$ cat src/rtl/i2c_cmd_master.sv
module i2c_cmd_master #(
  parameter int DIV_W = 8
) (
  input  logic             clk,
  input  logic             rst_n,
  input  logic [DIV_W-1:0] div_i,
  input  logic             wr_i,
  input  logic             wr_int_i,
  input  logic             wr_start_i,
  input  logic             wr_msel_i,
  input  logic [7:0]       data_i,
  input  logic             sda_i,
  output logic             scl_o,
  output logic             sda_o,
  output logic             int_o,
  output logic             ack_o,
  output logic             msel_o,
  output logic             busy_o
);

  typedef enum logic [3:0] {
    IDLE, ST_HOLD, RS_REL, RS_HIGH, B_LO, B_HI, WAIT, SP_LO, SP_HI, SP_REL
  } st_t;

  st_t              st;
  logic [DIV_W-1:0] cnt;
  logic [DIV_W-1:0] dlen;
  logic [8:0]       sh;
  logic [3:0]       bitn;
  logic             ack_q, msel_q;

  assign dlen = (div_i == '0) ? {{(DIV_W-1){1'b0}}, 1'b1} : div_i;

  wire timed  = (st != IDLE) && (st != WAIT);
  wire ph_end = timed && (cnt == dlen - 1'b1);
  wire [8:0] load = {data_i, 1'b1};

  always_ff @(posedge clk) begin
    if (!rst_n) begin
      st     <= IDLE;
      cnt    <= '0;
      sh     <= '1;
      bitn   <= '0;
      ack_q  <= 1'b0;
      msel_q <= 1'b0;
    end else begin
      cnt <= (timed && !ph_end) ? cnt + 1'b1 : '0;
      case (st)
        IDLE:
          if (wr_i && wr_msel_i) begin
            msel_q <= 1'b1;
            sh     <= load;
            st     <= ST_HOLD;
          end
        ST_HOLD:
          if (ph_end) begin
            bitn <= '0;
            st   <= B_LO;
          end
        RS_REL:  if (ph_end) st <= RS_HIGH;
        RS_HIGH: if (ph_end) st <= ST_HOLD;
        B_LO:    if (ph_end) st <= B_HI;
        B_HI:
          if (ph_end) begin
            if (bitn == 4'd8) begin
              ack_q <= sda_i;
              st    <= WAIT;
            end else begin
              bitn <= bitn + 1'b1;
              sh   <= {sh[7:0], 1'b1};
              st   <= B_LO;
            end
          end
        WAIT:
          if (wr_i) begin
            if (!wr_msel_i) begin
              msel_q <= 1'b0;
              st     <= SP_LO;
            end else if (wr_start_i) begin
              sh <= load;
              st <= RS_REL;
            end else if (!wr_int_i) begin
              sh   <= load;
              bitn <= '0;
              st   <= B_LO;
            end
          end
        SP_LO:   if (ph_end) st <= SP_HI;
        SP_HI:   if (ph_end) st <= SP_REL;
        SP_REL:  if (ph_end) st <= IDLE;
        default: st <= IDLE;
      endcase
    end
  end

  assign scl_o = st inside {IDLE, ST_HOLD, RS_HIGH, B_HI, SP_HI, SP_REL};

  always_comb begin
    case (st)
      ST_HOLD, WAIT, SP_LO, SP_HI: sda_o = 1'b0;
      B_LO, B_HI:                  sda_o = sh[8];
      default:                     sda_o = 1'b1;
    endcase
  end

  assign int_o  = (st == WAIT);
  assign busy_o = (st != IDLE);
  assign ack_o  = ack_q;
  assign msel_o = msel_q;

  AST_SDA_ONLY_LOW: assert property (@(posedge clk) disable iff (!rst_n)
    (scl_o && $past(scl_o) && (sda_o != $past(sda_o))) |-> (st == ST_HOLD || st == SP_REL));
  AST_STOP_WINS: assert property (@(posedge clk) disable iff (!rst_n)
    (st == WAIT && wr_i && !wr_msel_i) |=> (!msel_o && st == SP_LO));
  AST_RESTART_WINS: assert property (@(posedge clk) disable iff (!rst_n)
    (st == WAIT && wr_i && wr_msel_i && wr_start_i) |=> (st == RS_REL));
  AST_NEXT_BYTE: assert property (@(posedge clk) disable iff (!rst_n)
    (st == WAIT && wr_i && wr_msel_i && !wr_start_i && !wr_int_i) |=> (st == B_LO && bitn == 4'd0));
  AST_BUSY_TO_STOP: assert property (@(posedge clk) disable iff (!rst_n)
    $fell(busy_o) |-> ($past(st) == SP_REL));
  AST_PHASE_LEN: assert property (@(posedge clk) disable iff (!rst_n)
    ((st != $past(st)) && $past(st) != IDLE && $past(st) != WAIT) |-> ($past(cnt) == $past(dlen) - 1'b1));

endmodule

$ cat config.mk
export PLATFORM = sky130hd
export DESIGN_NAME = i2c_cmd_master
export DESIGN_NICKNAME = d
export VERILOG_FILES = /design/src/rtl/i2c_cmd_master.sv
export SDC_FILE = /design/constraint.sdc
export NUM_CORES = 1
export LEC_CHECK = 0
export ABC_AREA = 1
export BUFFER_PORTS_ARGS = -buffer_cell sky130_fd_sc_hd__buf_4
export CORE_MARGIN = 2
export CORE_UTILIZATION = 55
export DETAILED_ROUTE_END_ITERATION = 16
export PLACE_DENSITY = 0.78
export RECOVER_POWER = 25
export SLEW_MARGIN = 5
export SYNTH_ARGS = -nofsm -noshare
export SYNTH_HDL_FRONTEND = slang
export SYNTH_SLANG_ARGS = --single-unit
$ cat constraint.sdc
create_clock -name clk -period 3.5 [get_ports clk]
set_clock_uncertainty 0.2 [all_clocks]
set_input_delay 0.525 -clock clk [delete_from_list [all_inputs] [get_ports clk]]
set_output_delay 0.525 -clock clk [all_outputs]
set_load 0.02 [all_outputs]
==> metrics.yaml <==
timing:
  finalSetupViolations: 0
  timing.final.crit_share: 0.820
  final.min_clock_period_ns: 2.87
  final-hold-violation-count: 0
  max_slew_margin: 0.726
  timing.final.ws_setup_ns: 0.630
  clock.fmax_mhz: 348
  worst_pin_slew_ns: 0.411
  rsz0062_at_grt: "no"
  slew_violations: 0
  fin_setup_tns_ns: 0
clocking:
  clockBufferDepth: 2
  clkTransAtPathRegs_ns: 0.15
  ctsHoldBuffers: 0
  htreeDepth: 1
  insertion_delay_ns: 0.33
  root_buffer: "clkbuf_4"
  tritoncts: "yes"
  post_cts_buffers: 0
  numCtsBuffers: 3
  ctsResizeCount: 0
  clock-sinks: 26
logic_synthesis:
  ys_seq_area_frac: 0.288
  syn-instance-count: 281
  synthArstFlopShare: 0
  syn_area_um2: 1810
  synth_nets: 308
  synth_top_cell_by_area: "dfxtp_1"
  yosys_warnings: 0
  synthTopCellsByCount: "86 x nand2_1, 33 x nor2_1, 26 x dfxtp_1"
  ys.flop_type: "dfxtp_1"
  syn_area_per_cell_um2: 6.43
  synth_top_area_share: 0.288
  synth_cell_types: 33
  yosysMostFrequentCell: "nand2_1"
  ys_ff_latch: 26
  synth_edf_count: 0
  synth_area_leaders: "dfxtp_1 29%, nand2_1 18%, nor2_1 6.9%"
die:
  die_w_um: 61.3
  io_pins: 29
  row_count: 20
  die_height_um: 61.3
  dieArea_um2: 3760
  coreArea_um2: 3080
  initial_core_util: 0.587
power_and_ir_drop:
  p_sw_frac: 0.430
  p_clk_frac: 0.175
  switching_power_uw: 523
  pwr-share-seq: 0.340
  power_density_nw_per_um2: 584
  power_frac_comb: 0.484
  finalPower_mw: 1.22
  ir_worst_vdd_uv: 424
  cell_internal_pwr_uw: 694
  leakagePower_nw: 1.00
grt:
  grt_use_total: 0.241
  grt_overflow: 0
  grt_pass1_wl_um: 6920
  grt_pass1_vias: 1628
  antenna_found_initial: 0
  grt_max_degree: 16
route:
  route.vias.total: 1846
  drc: 0
  vias_per_cell: 5.21
  dr.first_iter.drc_count: 145
  wl_per_cell_um: 11.4
  first_pass_iters: 5
  ant_nets: 0
  drt-total-wl_um: 4020
cells_and_area:
  drive_above_1_share: 0.194
  finalNetCount: 338
  nFillCells: 296
  syn_to_final_growth_pct: 15.4
  antennaDiodeCount: 0
min_path:
  whs_endpoint: "sh[1]"
  hold_class: "input port to flip-flop"
  hold_start: "data_i[0]"
  hold-path-cell-count: 3
placed_design:
  dp_slack_ns: 0.424
  port_buffers: 28
  dp_hpwl_um: 3040
  gp_routability_congestion: 0.902
critical_path:
  r2r_start: "st[2]"
  reg2reg_slack_ns: 1.17
  crit_chain: "buf_4, inv_2, nand2_2, nor2_1, nand2_2, nand2_1, inv_1, ha_1, nand2_1, nand2_1, nand2_1, nand2_1, nor2_1, nand3_2, nor2_1, nand3_4, a21boi_4, inv_2, nand2_1, nand3_1"
  start_kind: "input port"
  critPathMaxStageDelay_ns: 0.30
  crit_fanout: 10
  cpMostUsedCell: "nand2_1"
  worstPathArrival_ns: 2.90
  r2r_end: "sh[2]"
  r2r_cells: 10
  path_class: "input port to flip-flop"
  critical-path-slowest-cell: "a21boi_4"
  endpoint_kind: "flip-flop"
  required_ns: 3.53
flow_run:
  max_cap_viol_count: 0
outcome:
  status: "complete, no violations"
-- cells by family (layout without fill, tap and decap cells) --
group	after synthesis	count (layout)	synth area share
AO/OA/AOI/OAI	25	25	0.0859
XOR/XNOR	9	9	0.0437
adder cells (fa/ha/maj)	4	4	0.0277
buffers and inverters	39	68	0.0818
flip-flops	26	26	0.288
AND/OR/NAND/NOR	178	178	0.473
-- routing by layer --
metal | up-vias | wire (µm) | GRT usage
li1 | 957 | - | -
met1 | 830 | 2060 | 0.340
met2 | 57 | 1740 | 0.391
met3 | 2 | 198 | 0.0399
met4 | 0 | 19 | 0.0435
met5 | - | 0 | 0
-- power by group through the flow --
stage | logic (mW) | registers [mW] | clock network [mW]
3_3_place_gp | 0.579 | 0.420 | 0
5_1_grt | 0.670 | 0.423 | 0.225
4_1_cts | 0.597 | 0.414 | 0.215
2_1_floorplan | 0.441 | 0.412 | 0
6_report | 0.589 | 0.414 | 0.213
3_5_place_dp | 0.592 | 0.420 | 0
-- sequential cells by signal, indices dropped and copies added, names as in the netlist --
signal,count
ack_o,1
bitn,4
cnt,8
msel_o,1
sh,8
st,4
-- per-stage QoR --
step	utilization	hold slack [ns]	cells	cell area, µm²
2_1_floorplan	-	0.229	281	1810
3_3_place_gp	0.669	0.244	350	2060
6_report	0.677	0.234	354	2080
5_1_grt	0.677	0.227	354	2080
4_1_cts	0.686	0.232	354	2110
3_5_place_dp	0.669	0.244	350	2060
-- final cells by class --
cell class              instances  area (µm²)  share of cell area
repair buffers                 28         203              0.0973
flip-flops and latches         26         520               0.250
inverters                      36         135              0.0649
multi-input cells             216        1120               0.536
clock buffers                   3        22.5              0.0108
well taps                      44        55.1              0.0264
clock inverters                 1        30.0              0.0144
-- critical path, delay by kind of cell --
family | cells | cell delay, ns
AOI/OAI and AO/OA | 1 | 0.30
adders and majority gates | 1 | 0.24
buffers and inverters | 4 | 0.37
and+or+nand+nor | 14 | 1.48
-- how the worst max path moves through the flow --
| stage | endpoint | cells after the start | from | slack, ns |
|---|---|---|---|---|
| after global routing | sh[4] | 20 | div_i[3] | 0.37 |
| after global placement | sh[5] | 20 | div_i[3] | 0.51 |
| final | sh[2] | 20 | div_i[3] | 0.63 |
| after CTS | sh[2] | 20 | div_i[3] | 0.79 |
| after floorplan | sh[2] | 19 | div_i[3] | 0.83 |
| after detailed placement | sh[2] | 20 | div_i[3] | 0.42 |
-- cells in the final DEF (no fill, tap or decap), types with 2 or more instances in the layout --
cell type,count
nand3b_1,2
nand2_4,2
ha_1,4
nand4_1,12
nand2_2,4
buf_4,26
clkbuf_4,3
nor2_4,3
nor3b_1,2
a21oi_1,10
clkbuf_1,2
inv_2,12
dfxtp_1,26
o31ai_1,2
o21ai_0,6
o211ai_1,2
xnor2_1,2
o21ai_1,2
nand2_1,86
xor2_1,7
nor2_2,3
nand3_1,19
nand3_2,3
nor2_1,37
inv_1,23
Note: power is estimated with default switching activity, not from simulation.
